[src/rtl/srl_pkg.sv]
package srl_pkg;

    // Latch mode, derived from the strobe level
    typedef enum logic {
        LATCH_HOLD = 1'b0,
        LATCH_OPEN = 1'b1
    } latch_mode_e;

endpackage

[src/rtl/srl_shift_chain.sv]
module srl_shift_chain #(
    parameter int STAGES = 8
) (
    input  logic              clk,
    input  logic              rst_n,
    input  logic              ser_in,
    output logic [STAGES-1:0] stages_q,
    output logic [STAGES-1:0] stages_d
);

    // Next chain value: bit 0 is stage 1 and takes the serial input.
    always_comb begin
        stages_d[0] = ser_in;
        for (int i = 1; i < STAGES; i++) begin
            stages_d[i] = stages_q[i-1];
        end
    end

    always_ff @(posedge clk) begin
        if (!rst_n) begin
            stages_q <= '0;
        end else begin
            stages_q <= stages_d;
        end
    end

endmodule

[src/rtl/srl_strobe_latch.sv]
module srl_strobe_latch
    import srl_pkg::*;
#(
    parameter int STAGES = 8
) (
    input  logic              clk,
    input  logic              rst_n,
    input  logic              strobe,
    input  logic [STAGES-1:0] stage_now,
    input  logic [STAGES-1:0] stage_next,
    output logic [STAGES-1:0] held_q,
    output logic [STAGES-1:0] view
);

    latch_mode_e mode;

    // Mode follows the strobe level.
    always_comb begin
        mode = strobe ? LATCH_OPEN : LATCH_HOLD;
    end

    // Holding register: reloads while open, keeps its value while held.
    always_ff @(posedge clk) begin
        if (!rst_n) begin
            held_q <= '0;
        end else begin
            unique case (mode)
                LATCH_OPEN: held_q <= stage_next;
                LATCH_HOLD: held_q <= held_q;
            endcase
        end
    end

    // Output view: transparent while open, captured word while held.
    always_comb begin
        unique case (mode)
            LATCH_OPEN: view = stage_now;
            LATCH_HOLD: view = held_q;
        endcase
    end

endmodule

[src/rtl/srl_out_gate.sv]
module srl_out_gate #(
    parameter int STAGES = 8
) (
    input  logic              out_en,
    input  logic [STAGES-1:0] view,
    output logic [STAGES-1:0] par_data,
    output logic [STAGES-1:0] par_oe
);

    for (genvar b = 0; b < STAGES; b++) begin : g_bit
        assign par_oe[b]   = out_en;
        assign par_data[b] = out_en & view[b];
    end

endmodule

[src/rtl/srl_cascade_tap.sv]
module srl_cascade_tap (
    input  logic clk,
    input  logic rst_n,
    input  logic last_stage,
    output logic tap_q
);

    always_ff @(negedge clk) begin
        if (!rst_n) begin
            tap_q <= 1'b0;
        end else begin
            tap_q <= last_stage;
        end
    end

endmodule

[src/rtl/serial_latch_reg.sv]
module serial_latch_reg #(
    parameter int STAGES = 8
) (
    input  logic              clk,
    input  logic              rst_n,
    input  logic              ser_in,
    input  logic              strobe,
    input  logic              out_en,
    output logic [STAGES-1:0] par_data,
    output logic [STAGES-1:0] par_oe,
    output logic              ser_out,
    output logic              ser_out_dly
);

    localparam int LAST = STAGES - 1;

    logic [STAGES-1:0] stages_q;
    logic [STAGES-1:0] stages_d;
    logic [STAGES-1:0] held_q;
    logic [STAGES-1:0] view;

    srl_shift_chain #(.STAGES(STAGES)) u_chain (
        .clk      (clk),
        .rst_n    (rst_n),
        .ser_in   (ser_in),
        .stages_q (stages_q),
        .stages_d (stages_d)
    );

    srl_strobe_latch #(.STAGES(STAGES)) u_latch (
        .clk        (clk),
        .rst_n      (rst_n),
        .strobe     (strobe),
        .stage_now  (stages_q),
        .stage_next (stages_d),
        .held_q     (held_q),
        .view       (view)
    );

    srl_out_gate #(.STAGES(STAGES)) u_gate (
        .out_en   (out_en),
        .view     (view),
        .par_data (par_data),
        .par_oe   (par_oe)
    );

    assign ser_out = stages_q[LAST];

    srl_cascade_tap u_tap (
        .clk        (clk),
        .rst_n      (rst_n),
        .last_stage (stages_q[LAST]),
        .tap_q      (ser_out_dly)
    );

endmodule

[config.mk]
export PLATFORM = sky130hd
export DESIGN_NAME = serial_latch_reg
export DESIGN_NICKNAME = d
export VERILOG_FILES = /design/src/rtl/srl_pkg.sv /design/src/rtl/srl_shift_chain.sv /design/src/rtl/srl_strobe_latch.sv /design/src/rtl/srl_out_gate.sv /design/src/rtl/srl_cascade_tap.sv /design/src/rtl/serial_latch_reg.sv
export SDC_FILE = /design/constraint.sdc
export NUM_CORES = 1
export LEC_CHECK = 0
export ABC_AREA = 1
export BUFFER_PORTS_ARGS = -buffer_cell sky130_fd_sc_hd__buf_2
export CORE_AREA = 4 4 44 46
export DETAILED_ROUTE_END_ITERATION = 7
export DIE_AREA = 0 0 48 50
export PLACE_DENSITY = 0.7
export REMOVE_ABC_BUFFERS = 1
export SLEW_MARGIN = 5
export SYNTH_ARGS = -nofsm -noshare
export SYNTH_HDL_FRONTEND = slang
export SYNTH_SLANG_ARGS = --single-unit
[constraint.sdc]
create_clock -name clk -period 0.8 [get_ports clk]
set_clock_uncertainty 0.05 [all_clocks]
set_input_delay 0.16 -clock clk [delete_from_list [all_inputs] [get_ports clk]]
set_output_delay 0.16 -clock clk [all_outputs]
set_load 0.01 [all_outputs]
# Word-level counts from Yosys, hierarchy flattened
# Index checks and enable logic that the tools add are counted.
# totals
reg_bits,17
inputBits,5
output_inout_bits,18
wordCells,15
# op_classes
mux,3
n_bitwise,9
# op_table
operator,count
$pmux 8 s2,1
$and 1x1->1,8
$mux 8,1
$mux 1,1
$not 1->1,1

# Depth between registers and ports, before layout
# depth
ltp_word,4
ltp_mapped,4
mapped_depth_nobuf,3

# By module
# From an unflattened synthesis, not the netlist that was laid out.
# unflattened
cells_unflattened,114
hier_area_um2,800.8
# modules_own_cells
mod,instances,cells_per_inst,area_each_um2,seq_area_each_um2
srl_strobe_latch,1,52,359.1,160.2
srl_shift_chain,1,33,285.3,160.2
srl_out_gate,1,25,125.1,0.0
srl_cascade_tap,1,4,31.3,20.0

==> summary.md <==
| Metric | Value |
|---|---|
| Flops & latches, synth | `17` |
| Multi-input gate area in the final layout | `between 200 and 300 um2` |
| Min-Delay Path Class | `input pin to register` |
| Hold-fix buffers, CTS | `0` |
| Area grow syn2layout | `49.4%` |
| Clk buf depth | `2` |
| CTS tree | `yes` |
| Vias | `approximately 600` |
| Buf/Inv on CP | `1` |
| Crit Path Max Fanout | `1` |
| Ys Warns | `0` |
| First drt pass iteration count | `4` |
| Critical path's largest stage delay | `0.28 ns` |
| Gp weighted congestion | `about 0.70` |
| Post-synthesis sequential area ratio | `0.511` |
| Root buffer cell | `clkbuf_4` |
| # setup viols final | `12` |
| Critical-path top delay cell | `dfxtp_1` |
| Worst EP arrival | `between 1 and 1.5 ns` |
| Routed length per placed instance | `about 11 um` |
| Pwr Density | `about 1500 nW/um2` |
| M1 WL | `approximately 640 um` |
| Cells after Synth | `82` |
| Share of cells above drive strength 1 | `0.757` |
| HPWL Detailed | `938 um` |
| Max cap viols | `0` |
| GRT Util Overall | `0.137` |
| Final antenna-violating net count | `0` |
| Violated checks | `setup timing` |
| DR vias/cell | `between 4 and 5` |
| Met3 wire len | `about 96 um` |
| Die Ht | `50 um` |
| RSZ-0062 raised after global routing | `yes` |
| Critical setup path kind | `register to output port` |
| Slew margin rel. | `0.759` |
| Commonest non-fill, non-tap cell in the layout | `buf_2` |
| N_diodes | `0` |
| CP delay by family, top | `flip-flops` |
| # IOs | `23` |
| Power, Total | `about 1500 uW` |
| Static Leak | `approximately 0.00050 uW` |
| Crit path cell chain | `buf_2` |
| Status | `finished with violations` |
| DRC viols | `0` |
| Metal2 WL | `around 700 um` |
| Grt total ovfl | `0` |
| Final wirelength | `between 1 and 1.5 mm` |
| Num CTS Buffers | `3` |
| Final Hold Viols | `0` |
| Startpoint Class | `register` |
| Reg2reg setup slack | `-0.23 ns` |
| # rows | `14` |
| Core box area | `1510 um2` |
| Clk sink count | `17` |
| Initial antenna violation count | `0` |
| Top routing layer in use | `met4` |
| Die area | `between 2000 and 2500 um2` |
| Nets@finish | `121` |
| VDD IR-drop max | `about 0.82 mV` |
| Slew @ Worst Pin | `between 0.3 and 0.4 ns` |
| Die X-Extent | `48 um` |
| Pins Over Slew Limit | `0` |
| H-tree Lvls | `1` |
| Final setup margin | `-0.547 ns` |
| Largest net degree at the start of global routing | `11` |
| First-pass GRT wire length | `about 2.4 mm` |
| Starting Density | `0.442` |
| Average size of a mapped cell | `between 8 and 9 um2` |
| CTS clk-pin slew, worst paths | `approximately 0.1 ns` |
| Worst-Skew Late Latency | `roughly 0.28 ns` |
| Setup crit end kind | `output port` |
| Fin cells | `131` |
| Number of global-route vias before repair | `around 620` |
| Fill cell count | `about 110` |
| CP required | `between 0.5 and 0.6 ns` |
| Sequential cell area | `358 um2` |
| Post-Syn Area | `between 600 and 700 um2` |
| Drt initial violations | `3` |
| Commonest non-fill, non-tap cells in the layout | `buf_2, nand2_2, dfxtp_2` |
| Synth cell types | `8` |
| Post-Place Cells | `around 120` |
| # port buffers | `22` |
## cell type report
cell class,count,share of cell area
clock buffer,3,0.0226
multi-input combinational,42,0.264
timing repair buffer,39,0.272
clock inverter,2,0.00881
tap,16,0.0201
inverter,12,0.0528
sequential,17,0.360
## state kept, by name, indices dropped and copies added (netlist names)
signal and cells:
u_chain.stages_q 8, u_latch.held_q 8, u_tap.tap_q 1
## kinds of logic after synthesis
family / share of synthesized area
AND/OR/NAND/NOR: 0.165
buffers and inverters: 0.203
flip-flops: 0.511
AO/OA/AOI/OAI: 0.120
## synthesized netlist by cell type (all sizes together)
library cell	n	share of area
inv	13	0.085
a21oi	16	0.12
dfxtp	17	0.51
buf	10	0.12
nand2	26	0.17
## through the flow
step | hold slack [ns] | worst slack, ns | util | area [um2] | setup TNS [ns]
4_1_cts | 0.0139 | -0.556 | 0.652 | 982 | -4.16
5_1_grt | 0.0331 | -0.606 | 0.660 | 995 | -4.75
3_5_place_dp | 0.313 | -0.224 | 0.536 | 807 | -2.70
6_report | 0.0206 | -0.547 | 0.660 | 995 | -4.06
2_1_floorplan | 0.203 | -0.173 | - | 587 | -0.413
3_3_place_gp | 0.314 | -0.209 | 0.536 | 807 | -2.58
## where the power goes
part / internal (uW) / switching (uW) / leakage (uW) / total (uW)
Sequential: 864 / 8.78 / 0.000144 / 873
Clock: 189 / 260 / 0.0000192 / 449
Combinational: 65.1 / 95.5 / 0.000340 / 161
Total: 1120 / 364 / 0.000504 / 1480
## what timing repair did
item,4_1_cts,5_1_grt
endpoints found under the setup margin,12,17
cloned,0,0
pin swaps,12,5
setup buffers,7,2
gates resized for setup,37,12
## per-layer routing
metal,vias to the layer above,track usage
met4,0,0.0942
met5,-,0
met3,2,0.0182
met2,18,0.231
met1,268,0.147
li1,310,-
## worst paths after layout
path,end,startpoint,cells past startpoint
worst max-delay path,ser_out_dly,u_tap.tap_q$_SDFF_NN0_,1
worst min-delay path,u_chain.stages_q[0]$_SDFF_PN0_,ser_in,3
worst max register to register,u_tap.tap_q$_SDFF_NN0_,u_chain.stages_q[7]$_SDFF_PN0_,3
worst min register to register,u_chain.stages_q[5]$_SDFF_PN0_,u_chain.stages_q[4]$_SDFF_PN0_,2
(Power assumes the default switching activity.)
